--- src/rtl/pwr_gate_pkg.sv ---
package pwr_gate_pkg;
  localparam int REG_W = 8;
  localparam int DAC_L = 7;
  localparam int DAC_R = 6;
  localparam int ADC_L = 5;
  localparam int ADC_R = 4;
  localparam int XDCR  = 3;
  localparam int MIC_L = 1;
  localparam int MIC_R = 0;
  localparam logic [REG_W-1:0] DIRECT_MASK =
    REG_W'((1 << ADC_L) | (1 << ADC_R) | (1 << XDCR) | (1 << MIC_L) | (1 << MIC_R));

  typedef struct packed {
    logic wrDirect;
    logic wrDac;
    logic pendStore;
    logic pendApply;
    logic errSet;
    logic errClr;
    logic modeOk;
  } strobe_t;
endpackage

--- src/rtl/pwr_gate_ctrl.sv ---
module pwr_gate_ctrl
  import pwr_gate_pkg::*;
(
  input  logic             clk,
  input  logic             rstN,
  input  logic             wrEn,
  input  logic [1:0]       wrDacBits,
  input  logic             modeReq,
  input  logic             errClr,
  input  logic             sdiLeftOn,
  input  logic             sdiRightOn,
  input  logic             softStopDone,
  input  logic [REG_W-1:0] applied,
  input  logic             pendFlag,
  input  logic             errFlag,
  input  logic             acceptPulse,
  output strobe_t          strobes
);
  logic       guardOk;
  logic       convOn;
  logic       dacDiff;
  logic [1:0] dacApplied;

  assign dacApplied = {applied[DAC_L], applied[DAC_R]};
  assign guardOk    = !sdiLeftOn && !sdiRightOn && softStopDone;
  assign convOn     = applied[DAC_L] | applied[DAC_R] | applied[ADC_L] | applied[ADC_R];
  assign dacDiff    = wrDacBits != dacApplied;

  always_comb begin
    strobes           = '0;
    strobes.wrDirect  = wrEn;
    strobes.wrDac     = wrEn && (guardOk || !dacDiff);
    strobes.pendStore = wrEn && !guardOk && dacDiff;
    strobes.pendApply = !wrEn && pendFlag && guardOk;
    strobes.errSet    = modeReq && convOn;
    strobes.errClr    = errClr;
    strobes.modeOk    = modeReq && !convOn;
  end

  // applied playback bits only move after a cycle with the guard open
  assert_dac_guard_R4: assert property (@(posedge clk) disable iff (!rstN)
    !$stable(dacApplied) |-> $past(guardOk));

  // a pending pair drains once the guard opens with no write
  assert_pend_drain_R5: assert property (@(posedge clk) disable iff (!rstN)
    (pendFlag && guardOk && !wrEn) |=> !pendFlag);

  // rejection raises the flag, and the flag holds without a clear
  assert_mode_reject_R7: assert property (@(posedge clk) disable iff (!rstN)
    (modeReq && convOn) |=> errFlag);
  assert_err_sticky_R7: assert property (@(posedge clk) disable iff (!rstN)
    (errFlag && !errClr) |=> errFlag);

  // accept pulse only follows an allowed request
  assert_accept_R8: assert property (@(posedge clk) disable iff (!rstN)
    (modeReq && !convOn) |=> acceptPulse);
  assert_no_accept_R8: assert property (@(posedge clk) disable iff (!rstN)
    !(modeReq && !convOn) |=> !acceptPulse);
endmodule

--- src/rtl/pwr_gate_dp.sv ---
module pwr_gate_dp
  import pwr_gate_pkg::*;
(
  input  logic             clk,
  input  logic             rstN,
  input  strobe_t          strobes,
  input  logic [REG_W-1:0] wrData,
  output logic [REG_W-1:0] applied,
  output logic             pendFlag,
  output logic             errFlag,
  output logic             acceptPulse,
  output logic             hiZ
);
  logic [REG_W-1:0] directReg;
  logic [1:0]       dacReg;
  logic [1:0]       pendVal;

  always_ff @(posedge clk) begin
    if (!rstN) begin
      directReg   <= '0;
      dacReg      <= '0;
      pendVal     <= '0;
      pendFlag    <= 1'b0;
      errFlag     <= 1'b0;
      acceptPulse <= 1'b0;
    end else begin
      if (strobes.wrDirect) directReg <= wrData & DIRECT_MASK;
      if (strobes.wrDac) begin
        dacReg   <= {wrData[DAC_L], wrData[DAC_R]};
        pendFlag <= 1'b0;
      end else if (strobes.pendStore) begin
        pendVal  <= {wrData[DAC_L], wrData[DAC_R]};
        pendFlag <= 1'b1;
      end else if (strobes.pendApply) begin
        dacReg   <= pendVal;
        pendFlag <= 1'b0;
      end
      if (strobes.errSet)      errFlag <= 1'b1;
      else if (strobes.errClr) errFlag <= 1'b0;
      acceptPulse <= strobes.modeOk;
    end
  end

  always_comb begin
    applied        = directReg;
    applied[DAC_L] = dacReg[1];
    applied[DAC_R] = dacReg[0];
  end

  assign hiZ = !directReg[XDCR];

  // the spare bit never reads back as set
  always_comb assert_spare_zero_R2: assert (applied[2] == 1'b0);

  // the state leaving reset is all clear
  assert_reset_clear_R1: assert property (@(posedge clk)
    !rstN |=> (applied == '0 && !pendFlag && !errFlag && !acceptPulse));
endmodule

--- src/rtl/pwr_gate_reg.sv ---
module pwr_gate_reg
  import pwr_gate_pkg::*;
(
  input  logic             clk,
  input  logic             rstN,
  input  logic             wrEn,
  input  logic [REG_W-1:0] wrData,
  input  logic             modeReq,
  input  logic             errClr,
  input  logic             sdiLeftOn,
  input  logic             sdiRightOn,
  input  logic             softStopDone,
  output logic [REG_W-1:0] enableOut,
  output logic             transducerHiZ,
  output logic             dacPending,
  output logic             modeErr,
  output logic             modeAccept
);
  strobe_t strobes;

  pwr_gate_ctrl u_ctrl (
    .clk(clk), .rstN(rstN), .wrEn(wrEn),
    .wrDacBits({wrData[DAC_L], wrData[DAC_R]}),
    .modeReq(modeReq), .errClr(errClr),
    .sdiLeftOn(sdiLeftOn), .sdiRightOn(sdiRightOn), .softStopDone(softStopDone),
    .applied(enableOut), .pendFlag(dacPending), .errFlag(modeErr),
    .acceptPulse(modeAccept), .strobes(strobes)
  );

  pwr_gate_dp u_dp (
    .clk(clk), .rstN(rstN), .strobes(strobes), .wrData(wrData),
    .applied(enableOut), .pendFlag(dacPending), .errFlag(modeErr),
    .acceptPulse(modeAccept), .hiZ(transducerHiZ)
  );
endmodule

--- config.mk ---
export PLATFORM = sky130hd
export DESIGN_NAME = pwr_gate_reg
export DESIGN_NICKNAME = d
export VERILOG_FILES = /design/src/rtl/pwr_gate_pkg.sv /design/src/rtl/pwr_gate_ctrl.sv /design/src/rtl/pwr_gate_dp.sv /design/src/rtl/pwr_gate_reg.sv
export SDC_FILE = /design/constraint.sdc
export NUM_CORES = 1
export LEC_CHECK = 0
export ABC_AREA = 1
export BUFFER_PORTS_ARGS = -buffer_cell sky130_fd_sc_hd__clkbuf_2
export CAP_MARGIN = 20
export CORE_MARGIN = 10
export CORE_UTILIZATION = 42
export DETAILED_ROUTE_END_ITERATION = 6
export PLACE_DENSITY = 0.75
export SYNTH_ARGS = -nofsm -noshare
export SYNTH_HDL_FRONTEND = slang
export SYNTH_SLANG_ARGS = --single-unit
--- constraint.sdc ---
create_clock -name clk -period 1.3 [get_ports clk]
set_input_delay 0.13 -clock clk [delete_from_list [all_inputs] [get_ports clk]]
set_output_delay 0.13 -clock clk [all_outputs]
set_load 0.005 [all_outputs]
==> metrics.txt, run 1 <==
pwr/cell area 1180 nW/um^2; Max H-tree Level 1; Mean Syn Cell Area 7.02 um^2; Crit. End Element flip-flop; Total GRT Usage 8.50%; Area growth, synth to finish 29.8%; Final Util 56.7%; worst-skew pair later-pin latency 0.28 ns; post-synth top area share 43.3%; Site Rows 13; WL final 1320 um; Max Fclk 0.864 GHz; WP data arrival 1.33 ns; full die area 3170 um^2; Placer Congestion 0.881; Synth area leaders dfxtp_1, nand2_1, inv_1, nor2_1, o21ai_0; Residual DRC 0; post-layout net count 123; clk buf depth 2; die height 56.3 um; post-CTS setup buffer count 0; Min-Delay Path Class input port to flip-flop; status finished, final reports clean; 1st-iter DRT viols 6; Max Fanout on Critical Path 4; Reg power frac 48.3%; most frequent cells in the layout clkbuf_2, nand2_1, inv_1; antenna violations before repair 0; remaining global-route overflow 0; Worst-path clk slew 0.08 ns; Synth Area in Adders 0%; yosys warns 0; Synth Area in Compound Gates 12.6%; XOR/XNOR share of the synthesized area 0%; ANT nets after route 0; cts bufs inserted 3; Combinational Power Share 16.7%; final setup TNS 0 ns; clk sinks 12; layout cells sized above 1 32.1%; Reg2Reg Setup Slack 0.14 ns; Pleak 0.385 nW; syn nets 95; P_sw 0.223 mW; RSZ-0062 raised after global routing no; Simple-Gate Fraction of Synth Area 31.8%; clk_skew 0.00466 ns; Critical Path Source Type flip-flop; Final Critical Period 1.16 ns; via count 548; DR vias/cell 4.53; largest family of logic cells by synthesized area simple AND/OR/NAND/NOR gates; WL per Instance 10.9 um; core area 1270 um^2; DP HPWL 1090 um; final setup fails 0; Final Max Slew Viols 0; post-cts repair resize count 0; Final Hold Fails 0; number of global-route vias before repair 538; post-synthesis sequential area ratio 43.3%; width of the chip 56.3 um; total power 0.851 mW; post-synthesis mux area share 0%; power share of the clock group 35.0%; num ports 28; Mapped Cells 79; ANT cells 0; clk root buf clkbuf_4; Int Pwr 0.628 mW; largest net degree at the start of global routing 12; max-cap violations 0; starting density of the core 43.7%; Post-Syn Area 554 um^2; fin crit share 89.0%; port bufs 25; Worst VDD drop 552 uV; CTS tree yes; post-synth top area cell dfxtp_1; WP data required 1.47 ns; switch share 26.2%; Netlist cell types 14; most common cell after layout, fill and taps aside clkbuf_2; global-route wire length before repair 2170 um; Setup CP Type flip-flop to flip-flop; Layout fillers 135; DRT Pass-1 Iters 4; post-synthesis sequential element count 12; Post-CTS Hold Buffers 0
[sequential cells by signal, indices dropped and copies added (netlist names)]
register,cells
u_dp.acceptPulse,1
u_dp.dacReg,2
u_dp.directReg,5
u_dp.errFlag,1
u_dp.pendFlag,1
u_dp.pendVal,2
[final timing paths]
path,cells past startpoint,from,to
setup / recovery,9,u_dp.dacReg[0],u_dp.pendVal[1]
setup reg to reg,9,u_dp.dacReg[0],u_dp.pendVal[1]
hold / removal,3,modeReq,u_dp.acceptPulse
hold reg to reg,2,u_dp.errFlag,u_dp.errFlag
[routing by layer]
layer	wire length, um	GRT usage (%)	up-vias
met5	0	0	-
met3	154	6.97	5
li1	-	-	297
met1	578	8.25	226
met4	29	4.12	0
met2	559	12.7	20
[layout make-up]
cell class              instances  area [um^2]  area share (%)
multi-input cells              52          250            34.8
flip-flops and latches         12          240            33.4
repair buffers                 25          125            17.4
inverters                      13         48.8            6.78
clock buffers                   4         36.3            5.04
well taps                      15         18.8            2.61
[power groups by stage]
| stage | logic [mW] | registers [mW] | clock network (mW) |
|---|---|---|---|
| floorplan | 0.0817 | 0.421 | 0 |
| global placement | 0.141 | 0.420 | 0 |
| detailed placement | 0.144 | 0.420 | 0 |
| CTS | 0.145 | 0.411 | 0.310 |
| global route | 0.162 | 0.415 | 0.331 |
| finish | 0.142 | 0.411 | 0.297 |
[cell usage after synthesis]
cell     instances
o21ai_0          8
inv_1           13
nand3_1          5
nand2_2          2
nand4_1          2
nor2_1          11
nor2_4           1
nor3_2           1
a21oi_1          6
nand2_4          1
dfxtp_1         12
nand2_1         14
conb_1           1
buf_4            2
[logic make-up (layout without fill, tap and decap cells)]
family	Yosys count	count (layout)
simple gates	37	37
other cells	1	1
buf+inv	15	42
flops	12	12
compound gates	14	14
[critical path, stage by stage, from the launching register on]
cell	delay, ns
dfxtp_1	0.38
inv_1	0.07
nand2_1	0.06
nand2_1	0.06
nand2_2	0.08
nand2_4	0.07
nor2_4	0.11
inv_1	0.06
nor2_1	0.10
nor2_1	0.06
[per-stage QoR]
step	setup WS (ns)	instance area [um^2]	cells	hold slack, ns
3_3_place_gp	0.198	683	117	0.350
5_1_grt	0.0237	719	121	0.0487
6_report	0.143	719	121	0.0597
3_5_place_dp	0.156	683	117	0.355
4_1_cts	0.134	719	121	0.0502
2_1_floorplan	0.265	554	79	0.249
Power figures use the tool's default switching activity.
==> run 2: changes to the inputs <==
- HOLD_SLACK_MARGIN: unset -> 0.02
- SETUP_SLACK_MARGIN: unset -> 0.5
==> run 2 against run 1 <==
Net effect:
- sequential power increased by 1%
- worst setup slack improved by 0.086 ns
- final cell count is 5.0% higher
- critical path depth shrank 6
- via count is 9.5% higher
- maximum frequency grew 8.0%
==> metrics.txt, run 2 (synthesized netlist as in run 1, its figures left out) <==
status finished, final reports clean (unchanged); DP HPWL 1090 um (about the same); multi-input combinational cell area 250 um^2 (unchanged); Total GRT Usage 9.01% (was 8.50%); Setup CP Type flip-flop to output port (was flip-flop to flip-flop); CTS tree yes (unchanged); clk buf depth 2 (unchanged); die height 56.3 um (unchanged); clk_skew 0.00313 ns (was 0.00466 ns); Area growth, synth to finish 42.9% (was 29.8%); max-cap violations 0 (unchanged); core area 1270 um^2 (unchanged); width of the chip 56.3 um (unchanged); Finished Cell Area 792 um^2 (was 719 um^2); WP data arrival 0.94 ns (was 1.33 ns); 1st-iter DRT viols 8 (was 6); Critical Path Source Type flip-flop (unchanged); largest net degree at the start of global routing 12 (unchanged); Max Fanout on Critical Path 3 (was 4); most frequent cells in the layout clkbuf_2, nand2_1, nor2_1 (was clkbuf_2, nand2_1, inv_1); most common cell after layout, fill and taps aside clkbuf_2 (unchanged); remaining global-route overflow 0 (unchanged); final setup TNS 0 ns (unchanged); max incr delay on CP 0.34 ns (was 0.38 ns); cts bufs inserted 3 (unchanged); Layout fillers 121 (was 135); clk sinks 12 (unchanged); post-layout net count 129 (was 123); Max H-tree Level 1 (unchanged); Slowest-stage cell, CP dfxtp_2 (was dfxtp_1); WL final 1440 um (was 1320 um); ANT nets after route 0 (unchanged); number of global-route vias before repair 586 (was 538); full die area 3170 um^2 (unchanged); worst-skew pair later-pin latency 0.27 ns (was 0.28 ns); Met1 Wirelength 568 um (was 578 um); crit path cell chain buf_4 -> buf_6 -> clkbuf_2 (was inv_1 -> nand2_1 -> nand2_1 -> nand2_2 -> nand2_4 -> nor2_4 -> inv_1 -> nor2_1 -> nor2_1); Post-CTS Hold Buffers 0 (unchanged); Pleak 0.423 nW (was 0.385 nW); starting density of the core 43.7% (unchanged); port bufs 25 (unchanged); Reg area 251 um^2 (was 240 um^2); Max Fclk 0.934 GHz (was 0.864 GHz); uppermost layer routed met4 (unchanged); DR vias/cell 4.72 (was 4.53); largest registers u_dp.directReg (5), u_dp.dacReg (2), u_dp.pendVal (2) (unchanged); Final Max Slew Viols 0 (unchanged); Worst-path clk slew 0.08 ns (about the same); DR WL met3 173 um (was 154 um); num ports 28 (unchanged); WP data required 1.17 ns (was 1.47 ns); fin crit share 82.4% (was 89.0%); Final Hold Fails 0 (unchanged); ANT cells 0 (unchanged); global-route wire length before repair 2420 um (was 2170 um); via count 600 (was 548); Most flops, register u_dp.directReg (unchanged); Met2 Wirelength 668 um (was 559 um); Worst VDD drop 637 uV (was 552 uV); final setup fails 0 (unchanged); clk root buf clkbuf_4 (unchanged); total power 0.885 mW (was 0.851 mW); Placer Congestion 0.873 (was 0.881); Site Rows 13 (unchanged); number of flip-flops under the largest register name 5 (unchanged); Min-Delay Path Class input port to flip-flop (unchanged); Final Critical Period 1.07 ns (was 1.16 ns); DRT Pass-1 Iters 4 (unchanged); antenna violations before repair 0 (unchanged); WL per Instance 11.3 um (was 10.9 um); Residual DRC 0 (unchanged); final hold slack 0.0731 ns (was 0.0597 ns); RSZ-0062 raised after global routing yes (was no); pwr/cell area 1120 nW/um^2 (was 1180 nW/um^2); placed instance area 686 um^2 (was 683 um^2); Crit. End Element output port (was flip-flop); layout cells sized above 1 47.3% (was 32.1%)
[run 2: cell count changes in the layout (fill, tap and decap cells not counted), sizes merged]
| cell | previous run | this run |
|---|---|---|
| clkbuf | 29 | 26 |
| buf | 0 | 9 |
[run 2: per-stage QoR]
stage / cells / utilization (%) / setup WS, ns
global placement: 117 / 54.0 / 0.253
CTS: 125 / 60.0 / 0.241
detailed placement: 117 / 54.0 / 0.231
floorplan: 79 / - / 0.317
global route: 127 / 62.4 / 0.139
finish: 127 / 62.4 / 0.229
[run 2: final timing paths]
path | slack, ns | to | from | depth (start not counted)
setup / recovery | 0.23 | enableOut[6] | u_dp.dacReg[0] | 3
hold / removal | 0.07 | u_dp.acceptPulse | modeReq | 3
setup reg to reg | 0.26 | u_dp.pendVal[1] | u_dp.dacReg[1] | 9
hold reg to reg | 0.47 | u_dp.errFlag | u_dp.errFlag | 2
[run 2: repair_timing]
action / in CTS / in global routing
setup buffers: 4 / 2
resized for setup: 8 / 6
setup endpoints to repair: 16 / 16
pin swaps: 0 / 1
gates cloned: 0 / 0
[run 2: cell type report]
cell class / instances / area share (%)
sequential: 12 / 31.8
multi-input combinational: 52 / 31.6
timing repair buffer: 31 / 23.5
inverter: 13 / 6.16
clock buffer: 4 / 4.58
tap: 15 / 2.37
[run 2: critical path, delay by kind of cell (launching register included)]
family	cells	cell delay, ns
DFF	1	0.34
buffers and inverters	3	0.33
[run 2: report_power, final]
group          total, mW  internal [mW]  switching (mW)
registers          0.416          0.400          0.0167
clock network      0.294          0.170           0.124
logic              0.174         0.0854          0.0890
[run 2: layer usage]
| metal | up-vias | GRT usage [%] |
|---|---|---|
| met5 | - | 0 |
| met4 | 0 | 3.09 |
| met3 | 4 | 6.07 |
| met2 | 22 | 14.9 |
| met1 | 262 | 8.78 |
| li1 | 312 | - |
